--- src/rtl/tdm_strobe_pkg.sv ---
package tdm_strobe_pkg;
  localparam int unsigned BITS_PER_SLOT  = 8;
  localparam int unsigned SLOTS_PER_FRM  = 32;
  localparam int unsigned SPARSE_STRIDE  = 4;
  localparam int unsigned SLOT_W         = $clog2(SLOTS_PER_FRM);
  localparam int unsigned BIT_W          = $clog2(BITS_PER_SLOT);

  typedef enum logic {
    MODE_SPARSE24 = 1'b0,
    MODE_FULL32   = 1'b1
  } slot_mode_e;

  typedef struct packed {
    logic [SLOT_W-1:0] slot;
    logic [BIT_W-1:0]  bitc;
  } frame_pos_t;
endpackage

--- src/rtl/tdm_bit_slot_counter.sv ---
module tdm_bit_slot_counter
  import tdm_strobe_pkg::*;
#(
  parameter int unsigned BITS  = BITS_PER_SLOT,
  parameter int unsigned SLOTS = SLOTS_PER_FRM,
  localparam int unsigned BW   = $clog2(BITS),
  localparam int unsigned SW   = $clog2(SLOTS)
) (
  input  logic          clk,
  input  logic          rst_n,
  input  logic          frame_sync,
  output logic [BW-1:0] bit_idx,
  output logic [SW-1:0] slot_idx,
  output logic          locked
);
  localparam logic [BW-1:0] LAST_BIT  = BW'(BITS - 1);
  localparam logic [SW-1:0] LAST_SLOT = SW'(SLOTS - 1);

  logic slot_end;
  assign slot_end = (bit_idx == LAST_BIT);

  always_ff @(posedge clk) begin
    if (!rst_n) begin
      bit_idx  <= '0;
      slot_idx <= '0;
      locked   <= 1'b0;
    end else if (frame_sync) begin
      bit_idx  <= '0;
      slot_idx <= '0;
      locked   <= 1'b1;
    end else if (slot_end) begin
      bit_idx  <= '0;
      slot_idx <= (slot_idx == LAST_SLOT) ? '0 : slot_idx + 1'b1;
    end else begin
      bit_idx  <= bit_idx + 1'b1;
    end
  end

  // a frame pulse lands on slot 0, bit 0
  assert_frame_align_R2: assert property (@(posedge clk) disable iff (!rst_n)
    frame_sync |=> (bit_idx == '0 && slot_idx == '0 && locked));

  // the slot number only moves at a slot boundary
  assert_slot_hold_R3: assert property (@(posedge clk) disable iff (!rst_n)
    (!frame_sync && bit_idx != LAST_BIT) |=> $stable(slot_idx));

  // wrap from the last slot back to zero
  assert_slot_wrap_R3: assert property (@(posedge clk) disable iff (!rst_n)
    (!frame_sync && bit_idx == LAST_BIT && slot_idx == LAST_SLOT) |=> (slot_idx == '0));
endmodule

--- src/rtl/tdm_slot_qualifier.sv ---
module tdm_slot_qualifier
  import tdm_strobe_pkg::*;
#(
  parameter int unsigned SLOTS  = SLOTS_PER_FRM,
  parameter int unsigned STRIDE = SPARSE_STRIDE,
  localparam int unsigned SW    = $clog2(SLOTS)
) (
  input  logic [SW-1:0] slot_idx,
  input  slot_mode_e    mode,
  output logic          slot_live
);
  logic [SLOTS-1:0] sparse_mask;

  for (genvar s = 0; s < SLOTS; s++) begin : g_mask
    assign sparse_mask[s] = ((s % STRIDE) != 0);
  end

  always_comb begin
    if (mode == MODE_FULL32) slot_live = 1'b1;
    else                     slot_live = sparse_mask[slot_idx];
  end
endmodule

--- src/rtl/tdm_strobe_shaper.sv ---
module tdm_strobe_shaper
  import tdm_strobe_pkg::*;
#(
  parameter int unsigned BITS = BITS_PER_SLOT,
  localparam int unsigned BW  = $clog2(BITS),
  localparam logic [BW-1:0] HALF = BW'(BITS / 2)
) (
  input  logic          clk,
  input  logic          rst_n,
  input  logic [BW-1:0] bit_idx,
  input  logic          slot_live,
  input  logic          locked,
  output logic          start_n,
  output logic          late_n
);
  logic active, first_half;

  assign active     = slot_live && locked && rst_n;
  assign first_half = (bit_idx < HALF);
  assign start_n    = !(active && first_half);
  assign late_n     = !(active && !first_half);

  // the two half-slot strobes never overlap
  assert_no_overlap_R8: assert property (@(posedge clk) disable iff (!rst_n)
    !(!start_n && !late_n));

  // the late strobe follows the start strobe without a gap
  assert_late_follows_R5: assert property (@(posedge clk) disable iff (!rst_n)
    ($rose(start_n) && bit_idx == HALF && slot_live) |-> !late_n);
endmodule

--- src/rtl/tdm_strobe_gen.sv ---
module tdm_strobe_gen
  import tdm_strobe_pkg::*;
#(
  parameter int unsigned BITS   = BITS_PER_SLOT,
  parameter int unsigned SLOTS  = SLOTS_PER_FRM,
  parameter int unsigned STRIDE = SPARSE_STRIDE,
  localparam int unsigned BW    = $clog2(BITS),
  localparam int unsigned SW    = $clog2(SLOTS)
) (
  input  logic          clk,
  input  logic          rst_n,
  input  logic          frame_sync,
  input  logic          mode32,
  output logic          chan_start_n,
  output logic          dly_cs_n,
  output logic [SW-1:0] chan_addr
);
  logic [BW-1:0] bit_idx;
  logic [SW-1:0] slot_idx;
  logic          locked;
  logic          slot_live;
  slot_mode_e    mode;

  assign mode = mode32 ? MODE_FULL32 : MODE_SPARSE24;

  tdm_bit_slot_counter #(.BITS(BITS), .SLOTS(SLOTS)) u_cnt (
    .clk(clk), .rst_n(rst_n), .frame_sync(frame_sync),
    .bit_idx(bit_idx), .slot_idx(slot_idx), .locked(locked)
  );

  tdm_slot_qualifier #(.SLOTS(SLOTS), .STRIDE(STRIDE)) u_qual (
    .slot_idx(slot_idx), .mode(mode), .slot_live(slot_live)
  );

  tdm_strobe_shaper #(.BITS(BITS)) u_shape (
    .clk(clk), .rst_n(rst_n), .bit_idx(bit_idx), .slot_live(slot_live),
    .locked(locked), .start_n(chan_start_n), .late_n(dly_cs_n)
  );

  assign chan_addr = slot_idx;

  // dead slots in 24-slot mode carry no strobe
  assert_dead_slot_quiet_R7: assert property (@(posedge clk) disable iff (!rst_n)
    (!mode32 && (chan_addr % STRIDE) == 0) |-> (chan_start_n && dly_cs_n));

  // once aligned in 32-slot mode, exactly one strobe is low in every cell
  assert_full_mode_live_R6: assert property (@(posedge clk) disable iff (!rst_n)
    (mode32 && locked) |-> (chan_start_n != dly_cs_n));

  // nothing strobes before the first frame pulse
  assert_quiet_unlocked_R1: assert property (@(posedge clk) disable iff (!rst_n)
    !locked |-> (chan_start_n && dly_cs_n));
endmodule

--- config.mk ---
export PLATFORM = sky130hd
export DESIGN_NAME = tdm_strobe_gen
export DESIGN_NICKNAME = d
export VERILOG_FILES = /design/src/rtl/tdm_strobe_pkg.sv /design/src/rtl/tdm_bit_slot_counter.sv /design/src/rtl/tdm_slot_qualifier.sv /design/src/rtl/tdm_strobe_shaper.sv /design/src/rtl/tdm_strobe_gen.sv
export SDC_FILE = /design/constraint.sdc
export NUM_CORES = 1
export LEC_CHECK = 0
export BUFFER_PORTS_ARGS = -buffer_cell sky130_fd_sc_hd__buf_2
export CORE_MARGIN = 2
export CORE_UTILIZATION = 25
export DETAILED_ROUTE_END_ITERATION = 12
export SYNTH_ARGS = -nofsm -noshare
export SYNTH_HDL_FRONTEND = slang
export SYNTH_SLANG_ARGS = --single-unit
--- constraint.sdc ---
create_clock -name clk -period 4.2 [get_ports clk]
set_clock_uncertainty 0.15 [all_clocks]
set_input_delay 0.42 -clock clk [delete_from_list [all_inputs] [get_ports clk]]
set_output_delay 0.42 -clock clk [all_outputs]
set_load 0.02 [all_outputs]
### After elaboration in Yosys (flattened, before gate mapping)

Memories as Yosys holds them, arrays and structs flattened. A register that Yosys moved wholly into a read port is not among the register bits.
Cells that the tools add are included.

* reductions and logical operators: 9
* $lt $le $gt $ge: 2
* bitwise gates (word level): 1
* multiplexer cells: 6
* equality and inequality tests: 2
* add/sub/neg operators: 2

Operator list (number)
* $mux 5: 3
* $lt 5x6->1 const B: 1
* $add 5x1->5 const B: 1
* $eq 5x5->1 const B: 1
* $logic_and 1x1->1: 4
* $add 3x1->3 const B: 1
* $eq 3x3->1 const B: 1
* $logic_not 1->1: 3
* $lt 3x3->1 const B: 1
* $mux 1: 3
* $reduce_or 3->1: 1
* $reduce_or 2->1: 1
* $not 1->1: 1

* output and inout port bits: 7
* memories kept: 1
* memory bits (read-only): 32
* word-level logic and storage cells: 26
* register bits: 9

Memories
* (no name shown): depth 32, bits a word 1, rd ports 1, clocked after memory_dff 1, wr ports 0, line tdm_slot_qualifier.sv:20 `else slot_live = sparse_mask[slot_idx];`

### Depth between registers and ports, before layout

Gate-level depths: netlist (run 1).

* depth after elaboration: 7
* depth in mapped cells: 6
* gate-level depth less buffers: 6

### Cells and area by module

From an unflattened synthesis (run 1), not the netlist that was laid out.

* cells, all modules: 39
* area, all modules: 405.4 um^2

Modules (own cells, without submodules)
* tdm_bit_slot_counter: area an instance 384.1 um^2, seq. area each 180.2 um^2, cells an instance 36, times used 1
* tdm_strobe_shaper: area an instance 15.0 um^2, seq. area each 0.0 um^2, cells an instance 2, times used 1
* tdm_slot_qualifier: area an instance 6.3 um^2, seq. area each 0.0 um^2, cells an instance 1, times used 1

### Worst setup path after synthesis (run 1)

No wires, ideal clock.

* path type: register to register
* from: register u_cnt.slot_idx[0]
* to: register u_cnt.slot_idx[3]
* stages on the path, launching flop included: 6
* setup slack: 2.358 ns
* data arrival time: 1.621 ns
* cells stage by stage: dfxtp_1 -> ha_1 -> and3_1 -> ha_1 -> or4_1 -> a21oi_1

* cells in the longest elaborated chain, start to end: 2
* elaborated cells between the ends (all ways): 3
* those cells by class: 1 x add/sub; 1 x eq/ne; 1 x mux

Ends and longest elaborated chain
* start: declaration: line tdm_bit_slot_counter.sv:13 `output logic [SW-1:0] slot_idx,`
* start signal: assignment: line tdm_bit_slot_counter.sv:33 `slot_idx <= (slot_idx == LAST_SLOT) ? '0 : slot_idx + 1'b1;`
* $add 5x1->5 or $eq 5x5->1 (tied branches): line tdm_bit_slot_counter.sv:33
* $mux 5 (*): line tdm_bit_slot_counter.sv:33

Every way passes the cells marked *; elsewhere a longest branch is shown, timed or not.
A chain may end at the register's enable or synchronous reset.

### Worst setup path in the final report (run 1)

Same ends and word-level chain as after synthesis.

==> flow_results.xml, run 1 <==
<?xml version="1.0" encoding="UTF-8"?>
<metrics>
  <group name="clock_tree">
    <metric name="cts_made_buffers" unit="">3</metric>
    <metric name="clock_tree_from_tritoncts" unit="">built</metric>
    <metric name="postCtsHoldBufs" unit="">0</metric>
    <metric name="cts_resized" unit="">0</metric>
    <metric name="clock_tree.htree_level_count" unit="">1</metric>
    <metric name="path_clk_slew" unit="ns">0.07</metric>
    <metric name="cts_root_buffer" unit="">sky130_fd_sc_hd__clkbuf_4</metric>
    <metric name="tritoncts_num_sinks" unit="">10</metric>
    <metric name="cts.repair_timing.setup_buffer_count" unit="">0</metric>
    <metric name="insertion_delay" unit="ns">0.27</metric>
    <metric name="cts.path.max_buffers" unit="">2</metric>
  </group>
  <group name="layout">
    <metric name="fin_cells" unit="">84</metric>
    <metric name="multi_input_area" unit="sq um">224</metric>
    <metric name="diodes" unit="">0</metric>
    <metric name="nets" unit="">68</metric>
    <metric name="area_growth_syn_to_layout" unit="%">22.8</metric>
    <metric name="post-route-util" unit="%">32.4</metric>
    <metric name="seqCellArea" unit="sq um">200</metric>
    <metric name="layout-drive-gt1-share" unit="%">25.4</metric>
    <metric name="final.fill_count" unit="">173</metric>
    <metric name="most-common-layout-cells" unit="">sky130_fd_sc_hd__dfxtp_1 (10), sky130_fd_sc_hd__buf_2 (10), sky130_fd_sc_hd__a21oi_1 (4), sky130_fd_sc_hd__ha_1 (4), sky130_fd_sc_hd__clkbuf_4 (3)</metric>
  </group>
  <group name="global_route">
    <metric name="grt_pass1_vias" unit="">279</metric>
    <metric name="grt_first_pass_wirelength" unit="mm">1.18</metric>
    <metric name="track_usage" unit="%">8.40</metric>
    <metric name="overflow" unit="">0</metric>
    <metric name="grt_start_max_net_pins" unit="">10</metric>
    <metric name="number_of_antenna_violations_at_the_first_check_in_global_routing" unit="">0</metric>
  </group>
  <group name="min_path">
    <metric name="worst_hold_path_type" unit="">input pin to flip-flop</metric>
  </group>
  <group name="synthesis">
    <metric name="synth-async-reset-ratio" unit="%">0</metric>
    <metric name="postSynthCellCount" unit="">47</metric>
    <metric name="syn-mean-instance-area" unit="sq um">9.58</metric>
    <metric name="synth_edf_count" unit="">0</metric>
    <metric name="synth_cell_type_count" unit="">24</metric>
    <metric name="synth.top_cells.by_area" unit="">sky130_fd_sc_hd__dfxtp_1 (44%), sky130_fd_sc_hd__ha_1 (11%), sky130_fd_sc_hd__a21oi_1 (4.4%)</metric>
    <metric name="yosys_register_bits" unit="">10</metric>
    <metric name="synthDominantCellAreaShare" unit="%">44.4</metric>
    <metric name="synth-seq-area-share" unit="%">44.4</metric>
    <metric name="synth_largest_area_cell" unit="">sky130_fd_sc_hd__dfxtp_1</metric>
    <metric name="syn-cell-area" unit="sq um">450</metric>
    <metric name="synth_ff_type" unit="">sky130_fd_sc_hd__dfxtp_1</metric>
    <metric name="synth.net_count" unit="">55</metric>
    <metric name="ys.warnings.count" unit="">0</metric>
  </group>
  <group name="detailed_routing">
    <metric name="routed_length_per_instance" unit="um">9.30</metric>
    <metric name="postRouteWirelength" unit="um">781</metric>
    <metric name="route.detailed.vias_per_inst" unit="">4.24</metric>
    <metric name="post-route-drc-count" unit="">0</metric>
    <metric name="detail-route-antenna-nets" unit="">0</metric>
    <metric name="detailed_router_iteration_count_before_antenna_repair" unit="">4</metric>
    <metric name="detailed_route_via_count" unit="">356</metric>
    <metric name="drt-initial-drc-count" unit="">3</metric>
  </group>
  <group name="sta">
    <metric name="period_minus_slack" unit="ns">1.86</metric>
    <metric name="min_period_over_period" unit="%">44.2</metric>
    <metric name="setup_repair_after_global_routing_missed_its_margin" unit="">false</metric>
    <metric name="worst_pin_slew" unit="ns">0.374</metric>
    <metric name="hold_slack" unit="ns">0.208</metric>
    <metric name="slew_headroom" unit="%">75.1</metric>
    <metric name="finalSetupViolations" unit="">0</metric>
    <metric name="layout_setup_ws" unit="ns">2.34</metric>
    <metric name="hold_violations" unit="">0</metric>
    <metric name="max_clock_freq" unit="GHz">0.539</metric>
    <metric name="totalNegativeSetupSlack" unit="ns">0</metric>
    <metric name="final_max_slew_viol_count" unit="">0</metric>
  </group>
  <group name="power_and_ir_drop">
    <metric name="worst_ir_drop_vdd" unit="mV">0.161</metric>
    <metric name="power.static_leakage" unit="uW">0.000231</metric>
    <metric name="power.density_cell_area" unit="mW/mm^2">347</metric>
  </group>
  <group name="setup_path">
    <metric name="critical_path.max_fanout" unit="">8</metric>
    <metric name="worst_path_largest_cell_delay" unit="ns">0.48</metric>
    <metric name="worst-endpoint-required" unit="ns">4.25</metric>
    <metric name="worst_path_slowest_cell" unit="">sky130_fd_sc_hd__or4_1</metric>
    <metric name="cp-start-kind" unit="">flip-flop</metric>
    <metric name="crit_path_frequent_cell" unit="">sky130_fd_sc_hd__ha_1</metric>
    <metric name="worstSetupEndpointType" unit="">flip-flop</metric>
    <metric name="path_cells" unit="">ha_1 &gt; and3_1 &gt; ha_1 &gt; or4_1 &gt; a21oi_1</metric>
    <metric name="worstPathArrival" unit="ns">1.91</metric>
    <metric name="critPathKind" unit="">flip-flop to flip-flop</metric>
  </group>
  <group name="die">
    <metric name="row_count" unit="">15</metric>
    <metric name="die_height" unit="um">46.4</metric>
    <metric name="die_width" unit="um">46.4</metric>
    <metric name="ioPinCount" unit="">11</metric>
    <metric name="initial_core_util" unit="%">26.4</metric>
    <metric name="dieArea" unit="sq mm">0.00216</metric>
    <metric name="coreArea" unit="sq mm">0.00171</metric>
  </group>
  <group name="placement">
    <metric name="detailedPlace.worstSlack" unit="ns">2.36</metric>
    <metric name="numPortBuffers" unit="">10</metric>
    <metric name="place_inst" unit="">80</metric>
    <metric name="gp_routability_congestion" unit="">0.734</metric>
  </group>
  <group name="flow_run">
    <metric name="timing.max_cap.violations" unit="">0</metric>
  </group>
  <group name="outcome">
    <metric name="run_status" unit="">completed</metric>
  </group>
</metrics>
final timing paths:
path / start / end / slack [ns] / depth (start not counted)
hold reg to reg: u_cnt.bit_idx[0] / u_cnt.bit_idx[0] / 0.27 / 1
setup / recovery: u_cnt.slot_idx[0] / u_cnt.slot_idx[3] / 2.34 / 5
setup reg to reg: u_cnt.slot_idx[0] / u_cnt.slot_idx[3] / 2.34 / 5
hold / removal: frame_sync / u_cnt.locked / 0.21 / 2
registers in the layout, summed over array words and instances (netlist names), named ones only:
register,flops
u_cnt.bit_idx,3
u_cnt.slot_idx,5
u_cnt.locked,1
final cells by class:
type | count | share of cell area (%)
timing repair buffer | 10 | 9.05
clock buffer | 4 | 6.56
tap | 25 | 5.66
multi-input combinational | 32 | 40.5
sequential | 10 | 36.2
inverter | 3 | 2.04
cells in the mapped netlist (2+ instances only):
cell	n
sky130_fd_sc_hd__dfxtp_1	10
sky130_fd_sc_hd__nor3_1	2
sky130_fd_sc_hd__inv_1	2
sky130_fd_sc_hd__nand2_1	2
sky130_fd_sc_hd__nor3b_1	2
sky130_fd_sc_hd__or3_1	2
sky130_fd_sc_hd__o2111ai_1	2
sky130_fd_sc_hd__a21oi_1	4
sky130_fd_sc_hd__o21ai_0	2
sky130_fd_sc_hd__nor2_1	2
sky130_fd_sc_hd__ha_1	4
worst max-delay path, delay by kind of cell (launching register included):
family	cells	cell delay, ns
compound gates	1	0.12
simple gates	2	0.66
fa+ha+maj	2	0.47
flops	1	0.38
per-layer routing:
| metal | share of wire (%) | track usage, % | vias up |
|---|---|---|---|
| met5 | 0 | 0 | - |
| met4 | 5.5 | 10.3 | 0 |
| met2 | 38 | 9.72 | 10 |
| li1 | - | - | 194 |
| met3 | 4.5 | 2.35 | 4 |
| met1 | 52 | 10.8 | 148 |
cells by family (layout without fill, tap and decap cells):
| group | Yosys count | count (layout) | synth area share [%] |
|---|---|---|---|
| flip-flops | 10 | 10 | 44.4 |
| AND/OR/NAND/NOR | 15 | 15 | 19.4 |
| multiplexers | 1 | 1 | 2.22 |
| buffers and inverters | 5 | 17 | 5.83 |
| AO/OA/AOI/OAI | 12 | 12 | 16.9 |
| adder cells (fa/ha/maj) | 4 | 4 | 11.1 |
per-stage QoR:
stage               power, uW  instance area (sq um)
floorplan                 103                    450
CTS                       196                    553
global route              198                    553
finish                    192                    553
global placement          105                    517
detailed placement        106                    517
where the power goes:
group / switching (uW) / internal (uW) / total [uW] / leakage (uW)
combinational: 3.38 / 2.75 / 6.13 / 0.000128
sequential: 0.837 / 96.4 / 97.2 / 0.0000812
clock: 35.7 / 52.6 / 88.4 / 0.0000210
Power figures use the tool's default switching activity.
==> inputs of run 2 (changes only) <==
==> constraint.sdc (replaced) <==
create_clock -name clk -period 1.75 [get_ports clk]
set_clock_uncertainty 0.15 [all_clocks]
set_input_delay 0.175 -clock clk [delete_from_list [all_inputs] [get_ports clk]]
set_output_delay 0.175 -clock clk [all_outputs]
set_load 0.02 [all_outputs]
==> run 2 against run 1 <==
Effect of this change: utilization rose by 2.6 points; clock power up 73%; sequential power grew 140%; critical endpoint unchanged; flip-flop and latch count is the same; sequential share of layout area shrank 1.8 points; critical path type unchanged; wire length grew 15%.
==> flow_results.xml, run 2 (synthesized netlist as in run 1, its figures left out) <==
<?xml version="1.0" encoding="UTF-8"?>
<metrics>
  <group name="layout">
    <metric name="largest_register_ffs" unit="">5</metric>
    <metric name="nets" unit="">71</metric>
    <metric name="top_register" unit="">u_cnt.slot_idx</metric>
    <metric name="layout_commonest_cell" unit="">sky130_fd_sc_hd__buf_2</metric>
    <metric name="multi_input_area" unit="sq um">251</metric>
    <metric name="most-common-layout-cells" unit="">sky130_fd_sc_hd__buf_2 (10), sky130_fd_sc_hd__dfxtp_1 (8), sky130_fd_sc_hd__a21oi_1 (3), sky130_fd_sc_hd__clkbuf_4 (3)</metric>
    <metric name="finish.instance_area" unit="sq um">597</metric>
    <metric name="diodes" unit="">0</metric>
    <metric name="layout-drive-gt1-share" unit="%">37.7</metric>
    <metric name="final.fill_count" unit="">175</metric>
    <metric name="area_growth_syn_to_layout" unit="%">32.5</metric>
    <metric name="seqCellArea" unit="sq um">205</metric>
    <metric name="reg.largest.list" unit="">u_cnt.slot_idx (5), u_cnt.bit_idx (3), u_cnt.locked (1)</metric>
  </group>
  <group name="setup_path">
    <metric name="path_cells" unit="">ha_2 &gt; and3_4 &gt; ha_4 &gt; or4_4 &gt; a21oi_2</metric>
    <metric name="regToRegStartpoint" unit="">u_cnt.slot_idx[1]</metric>
    <metric name="worstSetupEndpointType" unit="">flip-flop</metric>
    <metric name="timing.rr.end" unit="">u_cnt.slot_idx[3]</metric>
    <metric name="worst_path_largest_cell_delay" unit="ns">0.48</metric>
    <metric name="critPathKind" unit="">flip-flop to flip-flop</metric>
    <metric name="critical_path.max_fanout" unit="">7</metric>
    <metric name="worst_path_slowest_cell" unit="">sky130_fd_sc_hd__or4_4</metric>
    <metric name="critPathBufInv" unit="">0</metric>
    <metric name="cp-start-kind" unit="">flip-flop</metric>
    <metric name="worstPathArrival" unit="ns">1.74</metric>
    <metric name="r2r_cells" unit="">5</metric>
    <metric name="critical_path_depth" unit="">5</metric>
    <metric name="rrSetupSlack" unit="ns">0.06</metric>
    <metric name="worst-endpoint-required" unit="ns">1.80</metric>
    <metric name="path_delay_family" unit="">simple AND/OR/NAND/NOR gates</metric>
  </group>
  <group name="sta">
    <metric name="period_minus_slack" unit="ns">1.69</metric>
    <metric name="setup_repair_after_global_routing_missed_its_margin" unit="">false</metric>
    <metric name="layout_setup_ws" unit="ns">0.0573</metric>
    <metric name="max_clock_freq" unit="GHz">0.591</metric>
    <metric name="finalSetupViolations" unit="">0</metric>
    <metric name="totalNegativeSetupSlack" unit="ns">0</metric>
    <metric name="worst_pin_slew" unit="ns">0.372</metric>
    <metric name="final_max_slew_viol_count" unit="">0</metric>
    <metric name="slew_headroom" unit="%">75.2</metric>
    <metric name="hold_slack" unit="ns">0.0181</metric>
    <metric name="min_period_over_period" unit="%">96.7</metric>
    <metric name="hold_violations" unit="">0</metric>
  </group>
  <group name="placement">
    <metric name="numPortBuffers" unit="">10</metric>
    <metric name="gp_routability_congestion" unit="">0.719</metric>
    <metric name="placement.cell_area" unit="sq um">537</metric>
    <metric name="detailedPlace.worstSlack" unit="ns">0.0296</metric>
  </group>
  <group name="die">
    <metric name="ioPinCount" unit="">11</metric>
    <metric name="coreArea" unit="sq mm">0.00171</metric>
    <metric name="row_count" unit="">15</metric>
    <metric name="dieArea" unit="sq mm">0.00216</metric>
    <metric name="die_height" unit="um">46.4</metric>
    <metric name="die_width" unit="um">46.4</metric>
    <metric name="initial_core_util" unit="%">26.4</metric>
  </group>
  <group name="outcome">
    <metric name="run_status" unit="">completed</metric>
  </group>
  <group name="clock_tree">
    <metric name="path_clk_slew" unit="ns">0.06</metric>
    <metric name="cts_made_buffers" unit="">3</metric>
    <metric name="cts.path.max_buffers" unit="">2</metric>
    <metric name="tritoncts_num_sinks" unit="">10</metric>
    <metric name="clock_tree_from_tritoncts" unit="">built</metric>
    <metric name="clock_tree.htree_level_count" unit="">1</metric>
    <metric name="cts_root_buffer" unit="">sky130_fd_sc_hd__clkbuf_4</metric>
    <metric name="cts.repair_timing.setup_buffer_count" unit="">0</metric>
    <metric name="insertion_delay" unit="ns">0.26</metric>
  </group>
  <group name="power_and_ir_drop">
    <metric name="worst_ir_drop_vdd" unit="mV">0.238</metric>
    <metric name="power.static_leakage" unit="uW">0.000233</metric>
    <metric name="power.density_cell_area" unit="mW/mm^2">673</metric>
  </group>
  <group name="detailed_routing">
    <metric name="drt-initial-drc-count" unit="">9</metric>
    <metric name="detailed_route_via_count" unit="">414</metric>
    <metric name="detail-route-antenna-nets" unit="">0</metric>
    <metric name="post-route-drc-count" unit="">0</metric>
    <metric name="routed_length_per_instance" unit="um">10.5</metric>
    <metric name="postRouteWirelength" unit="um">902</metric>
    <metric name="detailed_router_iteration_count_before_antenna_repair" unit="">4</metric>
    <metric name="route.detailed.vias_per_inst" unit="">4.81</metric>
  </group>
  <group name="flow_run">
    <metric name="timing.max_cap.violations" unit="">0</metric>
  </group>
  <group name="min_path">
    <metric name="min_delay_path_depth" unit="">2</metric>
    <metric name="beginning_of_the_worst_hold_path" unit="">rst_n</metric>
    <metric name="whs_endpoint" unit="">u_cnt.locked</metric>
    <metric name="worst_hold_path_type" unit="">input pin to flip-flop</metric>
  </group>
  <group name="global_route">
    <metric name="overflow" unit="">0</metric>
    <metric name="number_of_antenna_violations_at_the_first_check_in_global_routing" unit="">0</metric>
    <metric name="track_usage" unit="%">9.62</metric>
    <metric name="grt_start_max_net_pins" unit="">10</metric>
    <metric name="grt_first_pass_wirelength" unit="mm">1.40</metric>
    <metric name="grt_pass1_vias" unit="">357</metric>
  </group>
</metrics>
-- run 2: power breakdown --
group	total, uW	internal, uW	leakage [uW]	switching, uW
Clock	153	79.2	0.0000138	74.0
Combinational	16.6	8.06	0.000137	8.49
Sequential	232	230	0.0000825	2.05
Total	402	317	0.000233	84.5
-- run 2: worst register-to-register path, cell delays in order (launching register included) --
cell and delay [ns]:
sky130_fd_sc_hd__dfxtp_4 0.36, sky130_fd_sc_hd__ha_2 0.18, sky130_fd_sc_hd__and3_4 0.18, sky130_fd_sc_hd__ha_4 0.17, sky130_fd_sc_hd__or4_4 0.48, sky130_fd_sc_hd__a21oi_2 0.11
-- run 2: how the worst max path moves through the flow --
stage	from	to	slack, ns
after floorplan	u_cnt.slot_idx[0]	u_cnt.slot_idx[3]	0.01
after global placement	u_cnt.slot_idx[1]	u_cnt.slot_idx[3]	0.06
after detailed placement	u_cnt.slot_idx[1]	u_cnt.slot_idx[3]	0.03
after CTS	u_cnt.slot_idx[1]	u_cnt.slot_idx[3]	0.02
after global routing	u_cnt.slot_idx[1]	u_cnt.slot_idx[3]	0.02
final	u_cnt.slot_idx[1]	u_cnt.slot_idx[3]	0.06
-- run 2: cell type report --
cell class / instances / area share [%]
multi-input cells: 32 / 42.1
flip-flops and latches: 10 / 34.4
inverters: 3 / 1.89
repair buffers: 13 / 12.6
clock buffers: 3 / 3.77
well taps: 25 / 5.24
-- run 2: layer usage --
metal / vias to the layer above / global-route usage (%) / part of all wire, %
li1: 200 / - / -
met1: 192 / 10.2 / 45
met2: 16 / 15.6 / 45
met3: 6 / 1.18 / 5.1
met4: 0 / 10.3 / 4.1
met5: - / 0 / 0
-- run 2: stage by stage --
stage / power [uW] / instances / util, %
2_1_floorplan: 247 / 47 / -
3_3_place_gp: 253 / 82 / 31.4
3_5_place_dp: 253 / 82 / 31.4
4_1_cts: 411 / 86 / 33.3
5_1_grt: 422 / 86 / 34.9
6_report: 402 / 86 / 34.9
-- run 2: what timing repair did --
action,4_1_cts,5_1_grt
endpoints found under the hold margin,1,0
endpoints found under the setup margin,0,1
hold buffers,1,0
resized for setup,0,6
